$ cat src/rtl/scan_load_ctrl.sv
module scan_load_ctrl #(
  parameter int CHAINS    = 8,
  parameter int CHAIN_LEN = 64,
  parameter int PAT_W     = 16
) (
  input  logic              clk,
  input  logic              rst_n,
  input  logic              din,
  input  logic              din_vld,
  output logic              busy,
  output logic              scan_en,
  output logic              func_en,
  output logic [CHAINS-1:0] chain_in,
  output logic [PAT_W-1:0]  pat_cnt,
  output logic              err
);
  localparam int BW = (CHAINS > 1) ? $clog2(CHAINS) : 1;
  localparam int LW = (CHAIN_LEN > 1) ? $clog2(CHAIN_LEN) : 1;
  localparam logic [BW-1:0] BIT_LAST = BW'(CHAINS - 1);
  localparam logic [LW-1:0] POS_LAST = LW'(CHAIN_LEN - 1);

  typedef enum logic [1:0] {COLLECT, XFER, APPLY} phase_t;

  phase_t            phase;
  logic [CHAINS-1:0] stage;
  logic [BW-1:0]     bit_cnt;
  logic [LW-1:0]     pos_cnt;
  logic              take;

  assign busy     = (phase != COLLECT);
  assign scan_en  = (phase == XFER);
  assign func_en  = (phase == APPLY);
  assign chain_in = stage;
  assign take     = din_vld && (phase == COLLECT);

  generate
    if (CHAINS == 1) begin : g_one
      always_ff @(posedge clk or negedge rst_n)
        if (!rst_n)    stage <= '0;
        else if (take) stage <= din;
    end else begin : g_many
      always_ff @(posedge clk or negedge rst_n)
        if (!rst_n)    stage <= '0;
        else if (take) stage <= {din, stage[CHAINS-1:1]};
    end
  endgenerate

  always_ff @(posedge clk or negedge rst_n) begin
    if (!rst_n) begin
      phase   <= COLLECT;
      bit_cnt <= '0;
      pos_cnt <= '0;
      pat_cnt <= '0;
      err     <= 1'b0;
    end else begin
      if (din_vld && busy) err <= 1'b1;
      case (phase)
        COLLECT: if (take) begin
          if (bit_cnt == BIT_LAST) begin
            bit_cnt <= '0;
            phase   <= XFER;
          end else begin
            bit_cnt <= bit_cnt + 1'b1;
          end
        end
        XFER: begin
          if (pos_cnt == POS_LAST) begin
            pos_cnt <= '0;
            phase   <= APPLY;
          end else begin
            pos_cnt <= pos_cnt + 1'b1;
            phase   <= COLLECT;
          end
        end
        APPLY: begin
          pat_cnt <= pat_cnt + 1'b1;
          bit_cnt <= '0;
          pos_cnt <= '0;
          phase   <= COLLECT;
        end
        default: phase <= COLLECT;
      endcase
    end
  end
endmodule

$ cat config.mk
export PLATFORM = sky130hd
export DESIGN_NAME = scan_load_ctrl
export DESIGN_NICKNAME = d
export VERILOG_FILES = /design/src/rtl/scan_load_ctrl.sv
export SDC_FILE = /design/constraint.sdc
export NUM_CORES = 1
export LEC_CHECK = 0
export ABC_AREA = 1
export BUFFER_PORTS_ARGS = -buffer_cell sky130_fd_sc_hd__buf_2
export CAP_MARGIN = 30
export CELL_PAD_IN_SITES_DETAIL_PLACEMENT = 0
export CELL_PAD_IN_SITES_GLOBAL_PLACEMENT = 1
export CORE_MARGIN = 2
export CORE_UTILIZATION = 36
export CTS_CLUSTER_SIZE = 14
export DETAILED_ROUTE_END_ITERATION = 12
export GPL_TIMING_DRIVEN = 0
export MAX_ROUTING_LAYER = met4
export PLACE_DENSITY_LB_ADDON = 0.1
export SYNTH_ARGS = -nofsm -noshare
export SYNTH_HDL_FRONTEND = slang
export SYNTH_SLANG_ARGS = --single-unit
$ cat constraint.sdc
create_clock -name clk -period 1.4 [get_ports clk]
set_input_delay 0.14 -clock clk [delete_from_list [all_inputs] [get_ports clk]]
set_output_delay 0.14 -clock clk [all_outputs]
set_load 0.01 [all_outputs]
==> results of run 1 <==
[cell type report]
| type | instances | area [um2] |
|---|---|---|
| Inverter | 30 | 112.6 |
| Multi-Input combinational cell | 143 | 845.8 |
| Tap cell | 67 | 83.83 |
| Buffer | 2 | 26.28 |
| Fill cell | 479 | 2391 |
| Sequential cell | 36 | 900.9 |
| Clock buffer | 8 | 90.09 |
| Timing Repair Buffer | 43 | 272.8 |
[stage by stage]
stage | util, % | TNS [ns] | setup WS [ns] | hold slack (ns)
after floorplan | - | 0 | 0.03324 | -0.1556
after CTS | 45.27 | -0.06656 | -0.02825 | 0.03701
after global placement | 42.70 | -0.8647 | -0.1445 | 0.2962
after detailed placement | 42.70 | -0.7668 | -0.1526 | 0.2955
after global routing | 49.38 | -0.6996 | -0.08557 | 0.04353
final | 49.38 | -0.008697 | -0.008697 | 0.04563
[registers in the layout (all words and copies together), names as in the netlist]
signal / cells
pat_cnt: 16
err: 1
bit_cnt: 3
phase: 2
pos_cnt: 6
chain_in: 8
[synth_stat cells]
cell	count	area share (%)
sky130_fd_sc_hd__nand2_1	61	13
sky130_fd_sc_hd__dfrtp_1	36	51
sky130_fd_sc_hd__inv_1	30	6.4
sky130_fd_sc_hd__nor2_1	21	4.5
sky130_fd_sc_hd__o21ai_0	14	4.0
sky130_fd_sc_hd__nand3_1	12	3.4
sky130_fd_sc_hd__ha_1	7	5.0
sky130_fd_sc_hd__nand4_1	6	2.1
sky130_fd_sc_hd__xor2_1	6	3.0
sky130_fd_sc_hd__xnor2_1	4	2.0
sky130_fd_sc_hd__a21oi_1	3	0.85
sky130_fd_sc_hd__nor2_4	2	1.3
sky130_fd_sc_hd__a21o_1	1	0.43
sky130_fd_sc_hd__a31oi_1	1	0.35
sky130_fd_sc_hd__and2_1	1	0.35
sky130_fd_sc_hd__buf_2	1	0.28
sky130_fd_sc_hd__buf_4	1	0.43
sky130_fd_sc_hd__nand2_2	1	0.35
sky130_fd_sc_hd__nand2_4	1	0.64
sky130_fd_sc_hd__nor2_2	1	0.35
sky130_fd_sc_hd__o21bai_1	1	0.43
[cell usage in the layout, fill, tap and decap left out, types with 6 or more instances in the layout]
cell type / netlist / final
sky130_fd_sc_hd__buf_2: 1 / 31
sky130_fd_sc_hd__buf_4: 1 / 8
sky130_fd_sc_hd__clkbuf_8: 0 / 6
sky130_fd_sc_hd__dfrtp_1: 36 / 36
sky130_fd_sc_hd__inv_1: 30 / 27
sky130_fd_sc_hd__nand2_1: 61 / 59
sky130_fd_sc_hd__nand3_1: 12 / 10
sky130_fd_sc_hd__nand4_1: 6 / 6
sky130_fd_sc_hd__nor2_1: 21 / 15
sky130_fd_sc_hd__nor2_4: 2 / 7
sky130_fd_sc_hd__o21ai_0: 14 / 11
sky130_fd_sc_hd__xor2_1: 6 / 6
[worst max path at each step]
stage                         from           to
final                     phase[1]   pat_cnt[6]
after global routing      phase[0]   pat_cnt[6]
after CTS                 phase[0]  pat_cnt[10]
after detailed placement  phase[0]  pat_cnt[10]
after global placement    phase[0]  pat_cnt[10]
after floorplan           phase[0]  pat_cnt[10]
[routing by layer]
layer,track usage (%),vias to the layer above,wire [um]
li1,-,761,-
met1,20.03,687,1819
met2,23.02,23,1699
met3,4.065,4,126
met4,5.455,0,59
met5,-,-,0
[worst max-delay path, cell delays in order (launching register included)]
cell	delay, ns
sky130_fd_sc_hd__dfrtp_1	0.38
sky130_fd_sc_hd__buf_6	0.11
sky130_fd_sc_hd__ha_4	0.16
sky130_fd_sc_hd__buf_8	0.12
sky130_fd_sc_hd__nand3_4	0.08
sky130_fd_sc_hd__nor2_4	0.21
sky130_fd_sc_hd__buf_6	0.13
sky130_fd_sc_hd__xor2_1	0.14
[logic make-up (layout without fill, tap and decap cells)]
| group | Yosys count | in the layout | synth area share (%) |
|---|---|---|---|
| AOI/OAI and AO/OA | 20 | 20 | 6.025 |
| DFF | 36 | 36 | 51.03 |
| buffers and inverters | 32 | 83 | 7.087 |
| xor gates and xnor gates | 10 | 10 | 4.961 |
| and+or+nand+nor | 106 | 106 | 25.94 |
| adders and majority gates | 7 | 7 | 4.961 |
[power groups by stage]
stage / clock [W] / sequential, W / combinational, W
2_1_floorplan: 0 / 0.00147 / 0.000428
3_3_place_gp: 0 / 0.00144 / 0.000721
3_5_place_dp: 0 / 0.00144 / 0.000724
4_1_cts: 0.000803 / 0.00142 / 0.000741
5_1_grt: 0.000849 / 0.00147 / 0.000971
6_report: 0.000765 / 0.00143 / 0.000834
[what timing repair did]
item	CTS	global route
setup buffers	0	10
hold endpoints to repair	36	0
setup endpoints to repair	11	19
cloned	0	1
hold buffers	1	0
resized for setup	6	29
pin swaps	2	11
==> run_results.csv, run 1 <==
group,metric,value,unit
run_status,status,"finished with violations",
run_status,failed_checks,"setup timing",
setup_path,critPathCaptureType,"flip-flop",
cells_and_area,antenna_cells,0,
clock_network,cts_max_path_buffers,2,
sta,fin_ws,-0.008697,ns
clock_network,numCtsBuffers,5,
drt,post_drt_wl_per_cell,11.26,um
power,cell_internal_pwr,0.002044,W
power,combinationalPowerShare,27.5,%
flow_run,max_cap_viol_count,0,
cells_and_area,syn_to_final_growth,32.11,%
global_routing,grt_remaining_overflow,0,
worst_hold_path,worst_hold_path_cell_count,3,
power,power.sequential.fraction,47.3,%
cells_and_area,fin_nets,272,
drt,route.detailed.drc,0,
drt,detail_route.wirelength,3705,um
clock_network,cts_tree,"done",
floorplan,row_count,25,
place,portBuffers,31,
clock_network,clk_root_buffer_cell,"sky130_fd_sc_hd__clkbuf_8",
worst_hold_path,worstHoldStart,"din",
floorplan,chipHeight,74.03,um
drt,drtPass1Iterations,4,
floorplan,initial_utilization,37.38,%
sta,transition_time_at_the_pin_with_the_least_slew_margin,0.8262,ns
place,placement.cell_area,0.002017,mm2
clock_network,path_clk_slew,0.07,ns
setup_path,timing.reg2reg.worst_path_depth,7,
sta,final_period_utilization,100.6,%
power,power_switching,0.0009877,W
sta,slew_viols_final,0,
floorplan,design.die.area,0.005480,mm2
setup_path,timing.critical_path.from_type,"flip-flop",
sta,timing.final.hold_violations,0,
drt,routed-via-count,1475,
power,fin_total_pwr,0.003032,W
drt,route.detailed.vias_per_inst,4.483,
setup_path,critical_path_required,1.60,ns
sta,timing.clock.skew,0.002484,ns
synth,postSynthCellCount,211,
floorplan,boundaryPins,32,
global_routing,maximum_number_of_pins_on_one_net_before_global_route_repair,37,
clock_network,clk_latency,0.28,ns
sta,maxSlewHeadroom,44.92,%
sta,grt_setup_unrepaired,"yes",
synth,synth.yosys.warnings,0,
clock_network,h_tree_level_count,2,
global_routing,antenna_found_initial,0,
synth,synth.net_count,222,
worst_hold_path,min-delay-path-class,"primary input to flip-flop",
power,netSwitchingFraction,32.58,%
worst_hold_path,min_to,"chain_in[7]",
place,replace_congestion,0.7721,
floorplan,core_region_area,0.004723,mm2
setup_path,crit_arrival,1.61,ns
place,dp_cells,309,
power,peakVddDrop,0.8241,mV
clock_network,cts_sinks,36,
cells_and_area,layout.cell_area.non_filler,0.002332,mm2
synth,yosys_register_bits,36,
floorplan,die_x,74.03,um
power,powerDensity,1300,mW/mm2
setup_path,critPathMaxFanout,5,
synth,synth.distinct_cells,21,
drt,drt_iter0_markers,17,
global_routing,grt_use_total,15.36,%
cells_and_area,drive_above_1_share,28.24,%
power,total_leakage_power,1.218,nW
setup_path,critical_path.reg2reg.startpoint,"phase[1]",
power,clock_power_share,25.2,%
global_routing,vias_in_the_first_global_route,1338,
sta,post-route-min-period,1.409,ns
synth,synth.yosys.seq_area_share,51.03,%
synth,synth_area_per_cell,8.367,um2
setup_path,rrSetupSlack,-0.009,ns
sta,fmax,709.9,MHz
synth,syn_area,0.001765,mm2
drt,antenna_left,0,
setup_path,rr_endpoint,"pat_cnt[6]",
sta,final-setup-viol-count,1,
setup_path,setup.worst_path.class,"flip-flop to flip-flop",
cells_and_area,instances_no_fill,329,
place,detailedPlacementHpwl,2567,um
global_routing,grt_pass1_wl,6175,um
No activity file was read; power rests on OpenSTA's default activity.
==> run 2, diff against run 1 <==
--- a/config.mk
+++ b/config.mk
@@ -10,6 +10,7 @@
 export CAP_MARGIN = 30
 export CELL_PAD_IN_SITES_DETAIL_PLACEMENT = 0
 export CELL_PAD_IN_SITES_GLOBAL_PLACEMENT = 1
+export CORE_ASPECT_RATIO = 2
 export CORE_MARGIN = 2
 export CORE_UTILIZATION = 36
 export CTS_CLUSTER_SIZE = 14
==> run_results.csv, run 2 (synthesis gave the netlist of run 1 again) <==
group,metric,value,unit
global_routing,grt_use_met3,3.043,%
cells_and_area,layout.cell_area.non_filler,0.002283,mm2
drt,routed-via-count,1442,
clock_network,cts_sinks,36,
place,detailedPlacementHpwl,2648,um
run_status,status,"finished, final reports clean",
drt,post_drt_wl_per_cell,11.68,um
drt,route.detailed.drc,0,
setup_path,critPathCaptureType,"flip-flop",
cells_and_area,drive_above_1_share,26.92,%
sta,fin_setup_tns,0,ns
clock_network,cts_max_path_buffers,2,
global_routing,use_met2,23.46,%
global_routing,grt_remaining_overflow,0,
clock_network,numCtsBuffers,5,
sta,post-route-min-period,1.363,ns
sta,maxSlewHeadroom,45.60,%
global_routing,grt_pass1_wl,6085,um
setup_path,setup.worst_path.class,"flip-flop to flip-flop",
worst_hold_path,worst_hold_path_cell_count,3,
setup_path,critical_path.reg2reg.startpoint,"phase[0]",
setup_path,crit_arrival,1.58,ns
setup_path,critical_path_required,1.62,ns
global_routing,globalRoute.busiestLayer,"met2",
floorplan,row_count,36,
global_routing,antenna_found_initial,0,
setup_path,timing.reg2reg.worst_path_depth,9,
floorplan,design.die.area,0.005514,mm2
floorplan,initial_utilization,36.98,%
clock_network,h_tree_level_count,2,
clock_network,path_clk_slew,0.07,ns
floorplan,chipHeight,103.0,um
flow_run,max_cap_viol_count,0,
cells_and_area,antenna_cells,0,
sta,slew_viols_final,0,
power,fin_total_pwr,0.003053,W
global_routing,maximum_number_of_pins_on_one_net_before_global_route_repair,37,
clock_network,clk_root_buffer_cell,"sky130_fd_sc_hd__clkbuf_8",
place,portBuffers,31,
setup_path,rrSetupSlack,0.04,ns
sta,fmax,733.4,MHz
power,peakVddDrop,1.086,mV
setup_path,rr_endpoint,"pos_cnt[5]",
cells_and_area,finish.utilization,47.82,%
setup_path,critPathMaxFanout,5,
sta,final-setup-viol-count,0,
cells_and_area,layout.cells.most_common,"sky130_fd_sc_hd__nand2_1",
cells_and_area,syn_to_final_growth,29.34,%
sta,final_period_utilization,97.39,%
cells_and_area,fin_nets,271,
cells_and_area,layout.cells.most_common_list,"sky130_fd_sc_hd__nand2_1 (59), sky130_fd_sc_hd__dfrtp_1 (36), sky130_fd_sc_hd__buf_2 (31)",
sta,timing.final.hold_violations,0,
floorplan,core_region_area,0.004775,mm2
place,replace_congestion,0.7454,
place,dp_worst_setup_slack,-0.1215,ns
sta,timing.clock.skew,0.007650,ns
global_routing,gr-usage-met1,19.87,%
worst_hold_path,min-delay-path-class,"primary input to flip-flop",
sta,transition_time_at_the_pin_with_the_least_slew_margin,0.8160,ns
drt,detail_route.wirelength,3703,um
power,total_leakage_power,1.209,nW
clock_network,cts_tree,"done",
power,powerDensity,1337,mW/mm2
place,placement.cell_area,0.002004,mm2
sta,grt_setup_unrepaired,"yes",
cells_and_area,flip_flop_count_of_the_largest_register_after_layout,16,
worst_hold_path,min_to,"chain_in[7]",
cells_and_area,largest_register,"pat_cnt",
floorplan,die_x,53.52,um
global_routing,vias_in_the_first_global_route,1350,
worst_hold_path,worstHoldStart,"din",
global_routing,grt_use_total,15.66,%
drt,route.detailed.vias_per_inst,4.549,
drt,antenna_left,0,
clock_network,clk_latency,0.28,ns
drt,drtPass1Iterations,4,
sta,fin_ws,0.03651,ns
drt,drt_iter0_markers,33,
setup_path,timing.critical_path.from_type,"flip-flop",
floorplan,boundaryPins,32,
[run 2: changes by cell type in the layout (fill, tap and decap cells not counted), moves of 2 or more]
cell / before / now
sky130_fd_sc_hd__nor2_1: 15 / 17
sky130_fd_sc_hd__buf_4: 8 / 10
sky130_fd_sc_hd__buf_6: 3 / 0
sky130_fd_sc_hd__nor2_4: 7 / 5
sky130_fd_sc_hd__clkbuf_1: 2 / 0
[run 2: metal layers]
layer | part of all wire [%] | wire length [um]
met5 | 0 | 0
met4 | 2.3 | 86
met3 | 4.2 | 154
met2 | 47 | 1743
met1 | 46 | 1718
[run 2: worst max path at each step]
stage               startpoint           to  cells past startpoint
finish                phase[0]   pos_cnt[5]                      9
global route          phase[0]   bit_cnt[1]                      7
CTS                   phase[0]  pat_cnt[10]                      7
detailed placement    phase[0]  pat_cnt[10]                      7
global placement      phase[0]  pat_cnt[10]                      7
floorplan             phase[0]  pat_cnt[10]                      7
[run 2: power by group]
group	internal (W)	switching (W)
clock network	0.000438	0.000356
registers	0.00127	0.000168
logic	0.000372	0.000453
total	0.00208	0.000977
[run 2: final cells by class]
cell class | count | area (um2)
flip-flops and latches | 36 | 900.9
plain buffers | 2 | 22.52
clock buffers | 7 | 96.34
well taps | 57 | 71.32
repair buffers | 42 | 257.7
multi-input cells | 143 | 822.0
inverters | 30 | 112.6
fillers | 523 | 2491
[run 2: stage by stage]
step	cells	hold WS, ns
finish	317	0.05625
global route	317	0.07376
CTS	308	0.04620
detailed placement	299	0.2915
global placement	299	0.2937
floorplan	211	-0.1556
[run 2: repair_timing]
item	4_1_cts	5_1_grt
pin swaps	1	7
resized for setup	11	13
hold buffers	1	0
setup buffers	1	8
cloned	0	1
setup endpoints to repair	12	15
hold endpoints to repair	36	0
[run 2: critical path, stage by stage (launching register included)]
cell and delay [ns]:
sky130_fd_sc_hd__dfrtp_1 0.36, sky130_fd_sc_hd__inv_2 0.06, sky130_fd_sc_hd__buf_4 0.14, sky130_fd_sc_hd__ha_4 0.30, sky130_fd_sc_hd__nand2_4 0.06, sky130_fd_sc_hd__nor2_4 0.14, sky130_fd_sc_hd__nand2_1 0.06, sky130_fd_sc_hd__nand2_1 0.05
sky130_fd_sc_hd__nand2_1 0.04, sky130_fd_sc_hd__nor2_1 0.08
